### src/rtl/ecc_irq_pkg.sv
// Package: register offsets and bit positions shared by the error-interrupt unit.
// Assumes a 3-bit register offset space.
package ecc_irq_pkg;
    localparam int ADDR_W    = 3;
    localparam int N_STATUS  = 3;

    localparam logic [ADDR_W-1:0] OFS_CTRL    = 3'd0;
    localparam logic [ADDR_W-1:0] OFS_STATUS  = 3'd1;
    localparam logic [ADDR_W-1:0] OFS_THR_SBE = 3'd2;
    localparam logic [ADDR_W-1:0] OFS_THR_DBE = 3'd3;
    localparam logic [ADDR_W-1:0] OFS_CNT_SBE = 3'd4;
    localparam logic [ADDR_W-1:0] OFS_CNT_DBE = 3'd5;

    // Status and mask bit positions (mask bit k guards status bit k)
    localparam int ST_SBE = 0;
    localparam int ST_DBE = 1;
    localparam int ST_RMW = 2;
    // Control bit that zeroes both counters (self-clearing)
    localparam int CTL_CLR = 3;
endpackage

### src/rtl/ecc_event_sum.sv
// Module: counts how many per-part strobes are set in one beat.
// Assumes strobes are already aligned to one beat per clock.
module ecc_event_sum #(
    parameter int N_PARTS = 4,
    localparam int SUM_W  = $clog2(N_PARTS + 1)
) (
    input  logic [N_PARTS-1:0] strobe_i,
    output logic [SUM_W-1:0]   sum_o
);
    // Population count of the strobe vector
    always_comb begin
        sum_o = '0;
        for (int i = 0; i < N_PARTS; i++) begin
            sum_o = sum_o + SUM_W'(strobe_i[i]);
        end
    end
endmodule

### src/rtl/ecc_sat_counter.sv
// Module: saturating event counter with equality hit against a limit.
// Assumes inc_i is at most N_PARTS per cycle; clr_i beats any increment.
module ecc_sat_counter #(
    parameter int CNT_W = 8,
    parameter int INC_W = 3
) (
    input  logic             clk,
    input  logic             rst_n,
    input  logic             clr_i,
    input  logic [INC_W-1:0] inc_i,
    input  logic [CNT_W-1:0] thr_i,
    output logic [CNT_W-1:0] cnt_o,
    output logic             hit_o
);
    localparam logic [CNT_W:0] MAX_W = {1'b0, {CNT_W{1'b1}}};

    logic [CNT_W-1:0] cnt_q;
    logic [CNT_W-1:0] cnt_d;
    logic [CNT_W:0]   sum_w;

    // Next count: clear first, else clamp the widened sum
    always_comb begin
        sum_w = {1'b0, cnt_q} + {{(CNT_W + 1 - INC_W){1'b0}}, inc_i};
        if (clr_i)
            cnt_d = '0;
        else if (sum_w > MAX_W)
            cnt_d = MAX_W[CNT_W-1:0];
        else
            cnt_d = sum_w[CNT_W-1:0];
    end

    // Hit when the value moves onto a nonzero limit
    assign hit_o = !clr_i && (cnt_d != cnt_q) && (cnt_d == thr_i) && (thr_i != '0);

    // Count register
    always_ff @(posedge clk) begin
        if (!rst_n) cnt_q <= '0;
        else        cnt_q <= cnt_d;
    end

    assign cnt_o = cnt_q;

    // a saturated counter stays saturated unless cleared
    a_r3_hold_at_max: assert property (@(posedge clk) disable iff (!rst_n)
        (cnt_q == MAX_W[CNT_W-1:0] && !clr_i) |=> (cnt_q == MAX_W[CNT_W-1:0]));
    // without a clear the count never goes down
    a_r2_monotonic: assert property (@(posedge clk) disable iff (!rst_n)
        !clr_i |=> (cnt_q >= $past(cnt_q)));
    // a clear leaves zero on the next cycle
    a_r8_clear_zero: assert property (@(posedge clk) disable iff (!rst_n)
        clr_i |=> (cnt_q == '0));
endmodule

### src/rtl/ecc_irq_status.sv
// Module: sticky status bits, write-one-to-clear, set beats clear.
// Assumes w1c_i is already qualified by a write to the status offset.
module ecc_irq_status #(
    parameter int NB = 3
) (
    input  logic          clk,
    input  logic          rst_n,
    input  logic [NB-1:0] set_i,
    input  logic [NB-1:0] w1c_i,
    output logic [NB-1:0] st_o
);
    logic [NB-1:0] st_q;

    // Keep, clear on write-one, then OR in new events
    always_ff @(posedge clk) begin
        if (!rst_n) st_q <= '0;
        else        st_q <= (st_q & ~w1c_i) | set_i;
    end

    assign st_o = st_q;

    // any set event shows up next cycle, even against a clearing write
    a_r5_set_wins: assert property (@(posedge clk) disable iff (!rst_n)
        1'b1 |=> ((st_q & $past(set_i)) == $past(set_i)));
    // a set bit without a clearing write stays set
    a_r5_sticky: assert property (@(posedge clk) disable iff (!rst_n)
        1'b1 |=> ((st_q & $past(st_q & ~w1c_i)) == $past(st_q & ~w1c_i)));
endmodule

### src/rtl/ecc_err_irq_unit.sv
// Module: top of the ECC error counter and interrupt unit.
// Counts single/double-bit events over N parts per beat, raises maskable
// sticky status on threshold equality and on a double-bit error during the
// read phase of a read-modify-write. Assumes CNT_W >= 4 for the control word.
module ecc_err_irq_unit
    import ecc_irq_pkg::*;
#(
    parameter int N_PARTS = 4,
    parameter int CNT_W   = 8
) (
    input  logic               clk,
    input  logic               rst_n,
    input  logic [N_PARTS-1:0] sbe_strobe,
    input  logic [N_PARTS-1:0] dbe_strobe,
    input  logic               rmw_phase,
    input  logic               reg_wr,
    input  logic [ADDR_W-1:0]  reg_addr,
    input  logic [CNT_W-1:0]   reg_wdata,
    output logic [CNT_W-1:0]   reg_rdata,
    output logic               irq
);
    localparam int SUM_W = $clog2(N_PARTS + 1);
    localparam int N_CLS = 2;

    logic [N_CLS-1:0][N_PARTS-1:0] strb;
    logic [N_CLS-1:0][SUM_W-1:0]   sum;
    logic [N_CLS-1:0][CNT_W-1:0]   cnt;
    logic [N_CLS-1:0][CNT_W-1:0]   thr_q;
    logic [N_CLS-1:0]              hit;
    logic [N_STATUS-1:0]           mask_q;
    logic [N_STATUS-1:0]           status;
    logic [N_STATUS-1:0]           st_set;
    logic [N_STATUS-1:0]           st_w1c;
    logic                          cnt_clr;
    logic                          wr_ctrl;

    assign strb[0] = sbe_strobe;
    assign strb[1] = dbe_strobe;
    assign wr_ctrl = reg_wr && (reg_addr == OFS_CTRL);
    assign cnt_clr = wr_ctrl && reg_wdata[CTL_CLR];

    // One event adder and one counter per error class
    for (genvar g = 0; g < N_CLS; g++) begin : g_cls
        ecc_event_sum #(.N_PARTS(N_PARTS)) u_sum (
            .strobe_i (strb[g]),
            .sum_o    (sum[g])
        );
        ecc_sat_counter #(.CNT_W(CNT_W), .INC_W(SUM_W)) u_cnt (
            .clk   (clk),
            .rst_n (rst_n),
            .clr_i (cnt_clr),
            .inc_i (sum[g]),
            .thr_i (thr_q[g]),
            .cnt_o (cnt[g]),
            .hit_o (hit[g])
        );
    end

    // Control mask and threshold registers
    always_ff @(posedge clk) begin
        if (!rst_n) begin
            mask_q <= '0;
            thr_q  <= '0;
        end else if (reg_wr) begin
            case (reg_addr)
                OFS_CTRL:    mask_q   <= reg_wdata[N_STATUS-1:0];
                OFS_THR_SBE: thr_q[0] <= reg_wdata;
                OFS_THR_DBE: thr_q[1] <= reg_wdata;
                default:     ;
            endcase
        end
    end

    assign st_set[ST_SBE] = hit[0];
    assign st_set[ST_DBE] = hit[1];
    assign st_set[ST_RMW] = rmw_phase && (|dbe_strobe);
    assign st_w1c = (reg_wr && reg_addr == OFS_STATUS) ? reg_wdata[N_STATUS-1:0] : '0;

    ecc_irq_status #(.NB(N_STATUS)) u_status (
        .clk   (clk),
        .rst_n (rst_n),
        .set_i (st_set),
        .w1c_i (st_w1c),
        .st_o  (status)
    );

    // Interrupt: any status bit not masked
    assign irq = |(status & ~mask_q);

    // Register read mux
    always_comb begin
        reg_rdata = '0;
        case (reg_addr)
            OFS_CTRL:    reg_rdata[N_STATUS-1:0] = mask_q;
            OFS_STATUS:  reg_rdata[N_STATUS-1:0] = status;
            OFS_THR_SBE: reg_rdata = thr_q[0];
            OFS_THR_DBE: reg_rdata = thr_q[1];
            OFS_CNT_SBE: reg_rdata = cnt[0];
            OFS_CNT_DBE: reg_rdata = cnt[1];
            default:     reg_rdata = '0;
        endcase
    end

    // a double-bit error in the read phase of an RMW raises its flag
    a_r7_rmw_flag: assert property (@(posedge clk) disable iff (!rst_n)
        (rmw_phase && (|dbe_strobe)) |=> status[ST_RMW]);
    // nothing is pending in the first cycle after reset
    a_r1_quiet_after_reset: assert property (@(posedge clk)
        !rst_n |=> (!irq && status == '0));
endmodule

### config.mk
export PLATFORM = sky130hd
export DESIGN_NAME = ecc_err_irq_unit
export DESIGN_NICKNAME = d
export VERILOG_FILES = /design/src/rtl/ecc_irq_pkg.sv /design/src/rtl/ecc_event_sum.sv /design/src/rtl/ecc_sat_counter.sv /design/src/rtl/ecc_irq_status.sv /design/src/rtl/ecc_err_irq_unit.sv
export SDC_FILE = /design/constraint.sdc
export NUM_CORES = 1
export LEC_CHECK = 0
export ABC_CLOCK_PERIOD_IN_PS = 6700
export BUFFER_PORTS_ARGS = -buffer_cell sky130_fd_sc_hd__buf_4
export CAP_MARGIN = 20
export CORE_MARGIN = 5
export CORE_UTILIZATION = 54
export DETAILED_ROUTE_END_ITERATION = 16
export PLACE_DENSITY = 0.81
export REMOVE_ABC_BUFFERS = 1
export SYNTH_ARGS = -nofsm -noshare
export SYNTH_HDL_FRONTEND = slang
export SYNTH_SLANG_ARGS = --single-unit
### constraint.sdc
create_clock -name clk -period 6.7 [get_ports clk]
set_input_delay 0.335 -clock clk [delete_from_list [all_inputs] [get_ports clk]]
set_output_delay 0.335 -clock clk [all_outputs]
set_load 0.02 [all_outputs]
======== After elaboration in Yosys (flattened, before gate mapping) ========
Index checks and enable logic that the tools add are counted.
cells by class
  add/sub/neg operators ................... 8
  $lt $le $gt $ge ......................... 2
  equality and inequality tests ........... 9
  muxes and demuxes ....................... 7
  bitwise logic cells ..................... 5
  reduce and logical (&&, ||, !) cells .... 19
operators by type and width
  operator                                                               number
  8-bit 2-to-1 mux                                                       4
  5-bit one-hot mux with 4 select lines                                  1
  8-bit by 3-bit adder with 9-bit output                                 2
  9-bit by 8-bit > comparator with 1-bit output (second input constant)  2
  3-bit one-hot mux with 6 select lines                                  1
  8-bit == test                                                          2
  8-bit != test                                                          2
  8-bit nonzero test                                                     2
  3-bit by 1-bit adder with 3-bit output                                 4
  1-bit logical AND                                                      10
  3-bit AND                                                              2
  3-bit by 2-bit == test with 1-bit output (second input constant)       2
  3-bit == test (second input constant)                                  2
  3-bit NOT                                                              2
  2-bit AND reduction                                                    3
  1-bit by 1-bit adder with 2-bit output                                 2
  4-bit OR reduction                                                     1
  3-bit by 1-bit == test with 1-bit output (second input constant)       1
  3-bit logical NOT                                                      1
  3-bit 2-to-1 mux                                                       1
  3-bit OR                                                               1
  3-bit OR reduction                                                     1
  1-bit logical NOT                                                      1
storage, ports and cells
  register bits ........................... 38
  input bits .............................. 23
  output and inout bits ................... 9
  logic and storage cells ................. 56

======== Logic depth before layout (Yosys ltp) ========
Gate-level depths: netlist of run 1.
  depth in word-level cells ............... 12
  gate-level depth with buffers ........... 14
  mapped depth without buffers ............ 13

======== By module ========
Synthesis of run 1 repeated with hierarchy kept, for this count alone.
unflattened totals
  cells, all modules ...................... 359
  area total of the unflattened synthesis .. 3072.9 um^2
by module, submodules not included
  module            instances  cells each  area an instance (um^2)  sequential area each (um^2)
  ecc_sat_counter   2          107         832.0                    160.2
  ecc_err_irq_unit  1          120         1157.4                   380.4
  ecc_event_sum     2          8           63.8                     0.0
  ecc_irq_status    1          9           123.9                    60.1

======== Worst setup path after synthesis of run 1 ========
OpenSTA, ideal clock, no wires.
  path type ............................... input port to flip-flop
  from .................................... in sbe_strobe[0]
  to ...................................... reg u_status.st_q[0] (netlist: u_status.st_o[0])
  library setup time ...................... 0.084 ns
  data arrival time ....................... 3.142 ns
  path slack .............................. 3.474 ns
  stages on the path ...................... 13
  path buffers ............................ 1
  cell sequence ........................... ha_1 inv_1 fa_1 inv_1 ha_1 fa_1 a21oi_2 or3_1 clkbuf_1 o21ai_0 a311oi_2 nand4b_1 o31ai_2
on the way
  cells in the longest elaborated chain, start to end .. 12
  elaborated cells between the ends (all ways) .. 13
ends and longest elaborated chain
  item                                                   RTL line                text
  from (decl)                                            ecc_err_irq_unit.sv:13  input logic [N_PARTS-1:0] sbe_strobe,
  1-bit by 1-bit adder with 2-bit output *               ecc_event_sum.sv:14     sum_o = sum_o + SUM_W'(strobe_i[i]);
  3-bit by 1-bit adder with 3-bit output * (2 in a row)  ecc_event_sum.sv:14
  8-bit by 3-bit adder with 9-bit output *               ecc_sat_counter.sv:23   sum_w = {1'b0, cnt_q} + {{(CNT_W + 1 - INC_W){1'b0}}, inc_i};
  9-bit by 8-bit > comparator with 1-bit output          ecc_sat_counter.sv:26   else if (sum_w > MAX_W)
  8-bit 2-to-1 mux *                                     ecc_sat_counter.sv:26
  8-bit 2-to-1 mux *                                     ecc_sat_counter.sv:24   if (clr_i)
  8-bit != test                                          ecc_sat_counter.sv:33   assign hit_o = !clr_i && (cnt_d != cnt_q) && (cnt_d == thr_i) && (thr_i != '0);
  1-bit logical AND                                      ecc_sat_counter.sv:33
  1-bit logical AND * (2 in a row)                       ecc_sat_counter.sv:33
  3-bit OR *                                             ecc_irq_status.sv:17    else st_q <= (st_q & ~w1c_i) | set_i;
  to (signal assigned)                                   ecc_irq_status.sv:17
  to (decl)                                              ecc_irq_status.sv:12    logic [NB-1:0] st_q;
Mark *: on every way between the ends. The rest lies on a longest branch, timed or not.
A chain may end at the register's enable or synchronous reset.

======== Worst setup path after layout of run 1 ========
Same ends and word-level chain as after synthesis.

==> impl_metrics.yaml, run 1 <==
timing:
  tns_ns: 0
  hold_viol: 0
  layout_worst_path_cycle_share_pct: 49.8
  finalCriticalPeriod_ns: 3.34
  grt_setup_unrepaired: "no"
  worstMarginPinSlew_ns: 0.815
  fin_ws_ns: 3.36
  maxSlewViolCount: 0
  fmax_mhz: 300
  setup_viol: 0
  clock_skew_ns: 0.00486
  timing.slew.headroom_pct: 45.6
cells_and_area:
  fin_cells: 450
  final_nets: 418
  layout_common_cells: "nand2_1 (51), dfxtp_1 (38), a21oi_1 (31), buf_4 (31), inv_1 (25)"
  final_common_cell: "nand2_1"
  drive_above_1_share_pct: 15.5
  antenna_cells: 0
  area_growth_pct: 11.3
  num-fill-cells: 489
setup_path:
  r2r_slack_ns: 3.95
  crit_fanout: 10
  cp-end-kind: "flop"
  cp_data_arrival_time_ns: 3.54
  path_cells: "buf_4 -> ha_1 -> inv_1 -> fa_1 -> inv_1 -> ha_1 -> fa_1 -> a21oi_2 -> or3_1 -> o21ai_0 -> a311oi_2 -> nand4b_1 -> o31ai_2"
  crit_end: "u_status.st_o[0]$_SDFF_PN0_"
  cp_slowest_cell: "fa_1"
  rr_worst_depth: 8
  reg2reg_to: "u_status.st_o[0]$_SDFF_PN0_"
  r2r-start: "g_cls[0].u_cnt.cnt_o[0]$_SDFF_PN0_"
  crit_start: "sbe_strobe[0]"
  startpoint_type: "primary input"
  max_stage_delay_ns: 0.49
  crit_type: "in -> reg"
  cp_data_required_time_ns: 6.90
cts:
  root_buffer: "clkbuf_8"
  cts_tree: "built"
  ctsResizeCount: 0
  ctsHoldBuffers: 0
  cts_buffers: 5
  cts_buffer_depth: 2
  h-tree-depth: 2
  cts_num_sinks: 38
  cts_setup_buffers: 0
  clk_pin_slew_ns: 0.07
  clock_latency_ns: 0.29
route:
  firstDrtPassIters: 6
  drcViolationCount: 0
  via_per_inst: 6.44
  wirelength_mm: 7.87
  vias: 2897
  wl_per_cell_um: 17.5
  dr.first_iter.drc_count: 241
  ant_nets: 0
die:
  die_h_um: 82.8
  io_pins: 32
  coreArea_um2: 5140
  start_util_pct: 55.6
  die_area_um2: 6850
  num_rows: 26
  die_w_um: 82.8
synth:
  synth.cell_area_um2: 2860
  synth_top_family_by_area: "compound AO/OA/AOI/OAI gates"
  yosys.area_share.adder_pct: 7.61
  synth_seq_area_share_pct: 26.6
  synthArstFlopShare_pct: 0
  netlist_instances: 356
  ys.flop_type: "dfxtp_1"
  synth_xor_area_share_pct: 2.76
  synth_enable_flop_cells: 0
  synth-seq-cells: 38
  synth-warning-count: 0
  synthMuxAreaShare_pct: 3.67
  synth.distinct_cells: 71
  yosys.area_share.simple_pct: 25.9
  avgSynthCellArea_um2: 8.03
  synth_compound_area_share_pct: 27.5
power_and_ir_drop:
  ir_worst_vdd_uv: 210
  leakage_nw: 1.24
  finalPower_w: 0.000764
  pwr_density_cell_nw_per_um2: 240
flow_run:
  drv_cap: 0
global_routing:
  antenna_found_initial: 0
  grt_max_degree: 25
  grt_pass1_wl_mm: 12.5
  overflow: 0
  gr-usage-all-layers_pct: 23.8
  grt_pass1_vias: 2660
placed_design:
  gp_congestion: 0.942
  dp_hpwl_mm: 6.00
  io_buffer_count: 31
  pre_cts_slack_ns: 3.07
  placedCellCount: 443
status:
  outcome: "completed"
hold_path:
  min_path_type: "in -> reg"
how the worst min path moves through the flow:
stage,from,end,slack (ns),cells past startpoint
after CTS,rmw_phase,u_status.st_o[2]$_SDFF_PN0_,0.29,3
after global routing,rst_n,g_cls[1].u_cnt.cnt_o[7]$_SDFF_PN0_,0.31,2
after floorplan,rst_n,g_cls[1].u_cnt.cnt_o[7]$_SDFF_PN0_,0.46,1
after detailed placement,thr_q[2]$_SDFFE_PN0P_,thr_q[2]$_SDFFE_PN0P_,0.50,2
after global placement,thr_q[13]$_SDFFE_PN0P_,thr_q[13]$_SDFFE_PN0P_,0.48,2
final,rmw_phase,u_status.st_o[2]$_SDFF_PN0_,0.28,3
cell usage after synthesis, types with 3 or more instances:
master	instances	area (µm²)
nand2_1	51	191
dfxtp_1	38	761
a21oi_1	31	155
inv_1	25	93.8
nor2_1	20	75.1
nor3_1	14	70.1
ha_1	11	138
nand3_1	10	50.1
a22oi_1	9	67.6
a31oi_1	8	50.1
o21ai_0	8	40.0
clkbuf_1	7	26.3
nor4_1	7	43.8
mux2i_1	6	60.1
xor2_1	6	52.6
a21o_1	5	37.5
buf_2	5	25.0
nand4_1	5	31.3
a221oi_1	4	35.0
fa_1	4	80.1
a211oi_1	3	22.5
a21boi_0	3	22.5
and3_1	3	18.8
nor2b_1	3	18.8
o31ai_1	3	22.5
xnor2_1	3	26.3
sequential cells by signal, summed over array words and instances (netlist names):
signal,flops
g_cls.u_cnt.cnt_o,16
mask_q,3
thr_q,16
u_status.st_o,3
area by class of cell:
class,count,area (µm²),area share (%)
clock buffer,7,76.3,2.40
timing repair buffer,31,233,7.31
inverter,26,97.6,3.07
tap,70,87.6,2.75
multi-input combinational,278,1930,60.6
sequential,38,761,23.9
worst max-delay path, delay by kind of cell:
kind            cells  cell delay, ns
simple gates        2            0.43
compound gates      4            1.18
fa+ha+maj           4            1.41
buf+inv             3            0.20
cell families (layout without fill, tap and decap cells):
family | after synthesis | after routing
buf+inv | 40 | 64
xor+xnor | 9 | 9
mux | 9 | 9
simple gates | 138 | 138
fa+ha+maj | 15 | 15
flops | 38 | 38
compound gates | 107 | 107
where the power goes:
group / leakage (nW) / switching [W] / internal [W]
logic: 0.897 / 0.000190 / 0.000148
registers: 0.309 / 0.0000350 / 0.000245
clock network: 0.0383 / 0.0000745 / 0.0000716
per-stage QoR:
stage / area [µm²] / hold WS, ns / util [%]
3_5_place_dp: 3110 / 0.500 / 60.4
2_1_floorplan: 2790 / 0.457 / -
4_1_cts: 3180 / 0.285 / 61.9
3_3_place_gp: 3110 / 0.483 / 60.4
5_1_grt: 3180 / 0.312 / 61.9
6_report: 3180 / 0.279 / 61.9
layer usage:
metal | vias to the layer above | track usage, % | wire length [µm]
li1 | 1380 | - | -
met1 | 1362 | 28.4 | 3080
met2 | 138 | 43.1 | 4030
met3 | 17 | 3.46 | 566
met4 | 0 | 8.99 | 188
met5 | - | 0 | 0
Power figures use the tool's default switching activity.
==> run 2, diff against run 1 <==
--- a/config.mk
+++ b/config.mk
@@ -5,13 +5,14 @@
 export SDC_FILE = /design/constraint.sdc
 export NUM_CORES = 1
 export LEC_CHECK = 0
-export ABC_CLOCK_PERIOD_IN_PS = 6700
+export ABC_AREA = 1
+export ABC_CLOCK_PERIOD_IN_PS = 3000
 export BUFFER_PORTS_ARGS = -buffer_cell sky130_fd_sc_hd__buf_4
 export CAP_MARGIN = 20
 export CORE_MARGIN = 5
 export CORE_UTILIZATION = 54
 export DETAILED_ROUTE_END_ITERATION = 16
-export PLACE_DENSITY = 0.81
+export PLACE_DENSITY = 0.84
 export REMOVE_ABC_BUFFERS = 1
 export SYNTH_ARGS = -nofsm -noshare
 export SYNTH_HDL_FRONTEND = slang
==> constraint.sdc (replaced) <==
create_clock -name clk -period 3 [get_ports clk]
set_input_delay 0.15 -clock clk [delete_from_list [all_inputs] [get_ports clk]]
set_output_delay 0.15 -clock clk [all_outputs]
set_load 0.02 [all_outputs]
==> impl_metrics.yaml, run 2 <==
status:
  outcome: "completed"
setup_path:
  critical_path.top_delay_family: "adder cells"
  cp-end-kind: "flop"
  max_stage_delay_ns: 0.47
  worst-path-buf-inv: 3
  crit_top_cell: "nand2_1"
  startpoint_type: "primary input"
  path_cells: "buf_4 -> ha_1 -> inv_1 -> fa_1 -> inv_1 -> ha_1 -> fa_1 -> nand2_2 -> a21oi_2 -> nand2_2 -> nand2_1 -> nand2_1 -> xor2_1 -> nand2_1 -> nor2_1 -> nand2_1 -> nand2_1 -> a21oi_2"
  crit_type: "in -> reg"
  cp_data_arrival_time_ns: 2.90
  cp_data_required_time_ns: 3.17
  crit_fanout: 11
  cp_slowest_cell: "fa_1"
global_routing:
  antenna_found_initial: 0
  gr-usage-all-layers_pct: 22.9
  grt_pass1_wl_mm: 13.3
  grt_max_degree: 40
  grt_pass1_vias: 3036
  overflow: 0
synth:
  synth.distinct_cells: 34
  yosysMostFrequentCell: "nand2_1"
  netlist_instances: 460
  synth_top_cell_by_area: "dfxtp_1"
  ys_top_cells_by_count: "nand2_1 (112), inv_1 (64), nand3_1 (59), nor2_1 (47), dfxtp_1 (38)"
  yosysTopAreaCellShare_pct: 26.2
  synth-seq-cells: 38
  avgSynthCellArea_um2: 6.31
  synth_seq_area_share_pct: 26.2
  ys.flop_type: "dfxtp_1"
  synth-warning-count: 0
  synth_enable_flop_cells: 0
  synth_area_leaders: "dfxtp_1 (26%), nand2_1 (14%), nand3_1 (10%)"
  synth.cell_area_um2: 2900
  synthArstFlopShare_pct: 0
die:
  start_util_pct: 56.1
  coreArea_um2: 5170
  io_pins: 32
  die_w_um: 83.3
  num_rows: 26
  die_h_um: 83.3
  die_area_um2: 6940
route:
  ant_nets: 0
  via_per_inst: 5.55
  vias: 3089
  drcViolationCount: 0
  firstDrtPassIters: 6
  wl_per_cell_um: 14.0
  wirelength_mm: 7.78
  dr.first_iter.drc_count: 284
cells_and_area:
  final_nets: 526
  area_growth_pct: 11.3
  final_common_cell: "nand2_1"
  drive_above_1_share_pct: 12.5
  layout_common_cells: "nand2_1 (112), inv_1 (64), nand3_1 (59)"
  final_util_pct: 62.5
  antenna_cells: 0
timing:
  tns_ns: 0
  finalCriticalPeriod_ns: 2.73
  setup_viol: 0
  timing.slew.headroom_pct: 57.0
  fmax_mhz: 366
  fin_ws_ns: 0.267
  worstMarginPinSlew_ns: 0.642
  maxSlewViolCount: 0
  clock_skew_ns: 0.00609
  hold_viol: 0
  layout_worst_path_cycle_share_pct: 91.1
  grt_setup_unrepaired: "no"
cts:
  cts_buffers: 5
  clock_latency_ns: 0.29
  clk_pin_slew_ns: 0.08
  ctsResizeCount: 0
  cts_num_sinks: 38
  h-tree-depth: 2
  ctsHoldBuffers: 0
  root_buffer: "clkbuf_8"
  cts_buffer_depth: 2
  cts_setup_buffers: 0
  cts_tree: "built"
power_and_ir_drop:
  ir_worst_vdd_uv: 312
  finalPower_w: 0.00171
  leakage_nw: 1.54
  pwr_density_cell_nw_per_um2: 530
placed_design:
  io_buffer_count: 31
  pre_cts_slack_ns: -0.0446
  dp_hpwl_mm: 6.14
  gp_congestion: 0.953
hold_path:
  min_path_type: "in -> reg"
flow_run:
  drv_cap: 0
==> run 2: cell types whose count changed after synthesis, moves of 8 or more <==
cell     change
o21ai_0     +17
nor3_1      -11
a31oi_1      -8
nor2_1      +27
nand2_2      +9
nand2_1     +61
inv_1       +39
nand3_1     +49
a22oi_1      -8
==> run 2: final cells by class <==
| type | instances | area, µm² |
|---|---|---|
| multi-input combinational | 344 | 1810 |
| clock buffer | 6 | 82.6 |
| timing repair buffer | 32 | 240 |
| fill | 470 | 1940 |
| sequential | 38 | 761 |
| tap | 70 | 87.6 |
| inverter | 67 | 251 |
==> run 2: worst register-to-register path: stages, from the launching register on <==
cell,delay (ns)
dfxtp_1,0.35
ha_1,0.26
fa_1,0.43
nand2_2,0.11
a21oi_2,0.06
nand2_2,0.21
nand2_1,0.13
nand2_1,0.11
xor2_1,0.17
nand2_1,0.08
nor2_1,0.13
nand2_1,0.06
nand2_1,0.07
a21oi_2,0.05
==> run 2: logic make-up after synthesis <==
logic type	synth area share [%]
buf+inv	11.5
xor+xnor	2.11
compound gates	13.4
fa+ha+maj	7.50
flops	26.2
simple gates	39.3
==> run 2: worst paths after layout <==
| path | start | endpoint | slack, ns | depth (start not counted) |
|---|---|---|---|---|
| worst max-delay path | sbe_strobe[0] | u_status.st_o[0]$_SDFF_PN0_ | 0.27 | 18 |
| worst min-delay path | reg_wdata[6] | thr_q[6]$_SDFFE_PN0P_ | 0.15 | 3 |
| worst max register to register | g_cls[0].u_cnt.cnt_o[0]$_SDFF_PN0_ | u_status.st_o[0]$_SDFF_PN0_ | 0.67 | 13 |
| worst min register to register | mask_q[2]$_SDFFE_PN0P_ | mask_q[2]$_SDFFE_PN0P_ | 0.50 | 2 |
==> run 2: layer usage <==
layer  share of wire, %  GRT usage, %  vias up
li1                   -             -     1558
met1                 42          26.7     1386
met2                 50          40.5      130
met3                5.9          4.26       15
met4                2.0          10.1        0
met5                  0             0        -
==> run 2: report_power, final <==
| part | switching [W] | internal [W] |
|---|---|---|
| logic | 0.000462 | 0.000285 |
| clock network | 0.000175 | 0.000177 |
| registers | 0.0000594 | 0.000553 |
==> run 2: through the flow <==
stage | area, µm² | std cells | hold WS [ns]
2_1_floorplan | 2820 | 449 | 0.286
3_3_place_gp | 3150 | 551 | 0.432
3_5_place_dp | 3150 | 551 | 0.442
4_1_cts | 3230 | 557 | 0.135
5_1_grt | 3230 | 557 | 0.164
6_report | 3230 | 557 | 0.145
==> run 3, diff against run 2 <==
--- a/config.mk
+++ b/config.mk
@@ -9,6 +9,7 @@
 export ABC_CLOCK_PERIOD_IN_PS = 3000
 export BUFFER_PORTS_ARGS = -buffer_cell sky130_fd_sc_hd__buf_4
 export CAP_MARGIN = 20
+export CORE_ASPECT_RATIO = 0.75
 export CORE_MARGIN = 5
 export CORE_UTILIZATION = 54
 export DETAILED_ROUTE_END_ITERATION = 16
==> impl_metrics.yaml, run 3 (synthesis results as in run 2) <==
flow_run:
  drv_cap: 0
setup_path:
  r2r-start: "g_cls[1].u_cnt.cnt_o[0]$_SDFF_PN0_"
  cp_slowest_cell: "fa_1"
  crit_top_cell: "nand2_1"
  critical_path.top_delay_family: "adder cells"
  crit_fanout: 4
  startpoint_type: "primary input"
  crit_start: "sbe_strobe[0]"
  cp-end-kind: "flop"
  cp_data_arrival_time_ns: 2.98
  worst-path-buf-inv: 3
  crit_type: "in -> reg"
  max_stage_delay_ns: 0.48
  cp_data_required_time_ns: 3.22
  path_cells: "buf_4 -> ha_1 -> inv_1 -> fa_1 -> inv_1 -> ha_1 -> fa_2 -> nand2_2 -> nand2_1 -> nand2_1 -> nand2_1 -> nand2_1 -> nor2_1 -> nand2_1 -> nand2_1 -> nor2_1 -> nand3_1 -> nor2_2 -> nand2_1 -> a21oi_2"
cts:
  root_buffer: "clkbuf_8"
  clk_pin_slew_ns: 0.07
  cts_num_sinks: 38
  clock_latency_ns: 0.29
  cts_buffer_depth: 2
  h-tree-depth: 2
  cts_buffers: 5
  cts_tree: "built"
hold_path:
  min_path_type: "in -> reg"
  hold_path_startpoint: "rmw_phase"
status:
  outcome: "completed"
placed_design:
  io_buffer_count: 31
  gp_congestion: 0.923
  dp_hpwl_mm: 6.30
  pre_cts_slack_ns: -0.0804
timing:
  worstMarginPinSlew_ns: 0.690
  fmax_mhz: 362
  setup_viol: 0
  finalCriticalPeriod_ns: 2.77
  hold_viol: 0
  timing.slew.headroom_pct: 53.7
  clock_skew_ns: 0.00279
  layout_worst_path_cycle_share_pct: 92.2
  grt_setup_unrepaired: "no"
  maxSlewViolCount: 0
  fin_ws_ns: 0.234
global_routing:
  grt_max_degree: 40
  grt_pass1_vias: 2798
  gr-usage-all-layers_pct: 24.4
  grt_pass1_wl_mm: 13.2
  antenna_found_initial: 0
  overflow: 0
power_and_ir_drop:
  netSwitchingFraction_pct: 41.0
  clkPwrFrac_pct: 21.3
  power_frac_seq_pct: 35.3
  ir_worst_vdd_uv: 305
  power.switching_w: 0.000712
  pwr_density_cell_nw_per_um2: 534
  internal-power_w: 0.00102
  p_comb_share_pct: 43.4
  leakage_nw: 1.54
route:
  drcViolationCount: 0
  vias: 3139
  via_per_inst: 5.57
  firstDrtPassIters: 5
  ant_nets: 0
  wirelength_mm: 8.07
  dr.first_iter.drc_count: 286
  wl_per_cell_um: 14.3
cells_and_area:
  final_util_pct: 61.7
  antenna_cells: 0
  final_common_cell: "nand2_1"
  layout_common_cells: "nand2_1 (112), inv_1 (64), nand3_1 (59)"
  area_growth_pct: 11.9
  final_nets: 526
  drive_above_1_share_pct: 12.9
die:
  die_h_um: 73.5
  io_pins: 32
  coreArea_um2: 5270
  num_rows: 23
  die_area_um2: 6960
  die_w_um: 94.7
  start_util_pct: 55.1
-- run 3: cell count changes in the layout (fill, tap and decap cells not counted) --
cell / previous run / this run
clkbuf_1: 0 / 1
clkinv_2: 0 / 1
fa_1: 4 / 3
fa_2: 0 / 1
-- run 3: worst register-to-register path: cells and delay by family, from the launching register on --
kind	cells	cell delay, ns
DFF	1	0.36
AOI/OAI and AO/OA	1	0.12
and+or+nand+nor	10	1.10
adders and majority gates	2	0.68
-- run 3: area by class of cell --
class,count,area [µm²]
clock buffers,7,86.3
well taps,75,93.8
inverters,67,251
multi-input cells,344,1810
flip-flops and latches,38,761
repair buffers,32,240
clock inverters,1,5.00
fillers,487,2020
-- run 3: final timing paths --
path	end	slack, ns	cells after the start
setup / recovery	u_status.st_o[0]$_SDFF_PN0_	0.23	20
hold / removal	u_status.st_o[2]$_SDFF_PN0_	0.13	3
setup reg to reg	u_status.st_o[1]$_SDFF_PN0_	0.67	13
hold reg to reg	u_status.st_o[2]$_SDFF_PN0_	0.49	2
-- run 3: routing by layer --
layer | vias up | wire (µm) | global-route usage (%) | part of all wire [%]
met5 | - | 0 | 0 | 0
li1 | 1561 | - | - | -
met1 | 1372 | 3720 | 35.8 | 46
met3 | 17 | 910 | 6.24 | 11
met4 | 0 | 104 | 6.24 | 1.3
met2 | 189 | 3340 | 35.4 | 41
-- run 3: power groups by stage --
stage | clock, W | sequential [W] | combinational (W)
floorplan | 0 | 0.000603 | 0.000559
global placement | 0 | 0.000620 | 0.000713
finish | 0.000369 | 0.000613 | 0.000753
global route | 0.000398 | 0.000621 | 0.000850
CTS | 0.000373 | 0.000611 | 0.000739
detailed placement | 0 | 0.000623 | 0.000731
-- run 3: what timing repair did --
item	in CTS	in global routing
hold buffers	0	0
gates resized for setup	0	1
setup endpoints to repair	0	1
setup buffers	0	0
-- run 3: through the flow --
stage | total power [W] | setup TNS [ns] | hold slack [ns] | area (µm²) | instances
5_1_grt | 0.00187 | 0 | 0.144 | 3250 | 564
2_1_floorplan | 0.00116 | 0 | 0.286 | 2820 | 449
4_1_cts | 0.00172 | 0 | 0.128 | 3250 | 564
3_5_place_dp | 0.00135 | -0.0804 | 0.440 | 3160 | 556
6_report | 0.00174 | 0 | 0.133 | 3250 | 564
3_3_place_gp | 0.00133 | -0.0791 | 0.425 | 3160 | 556
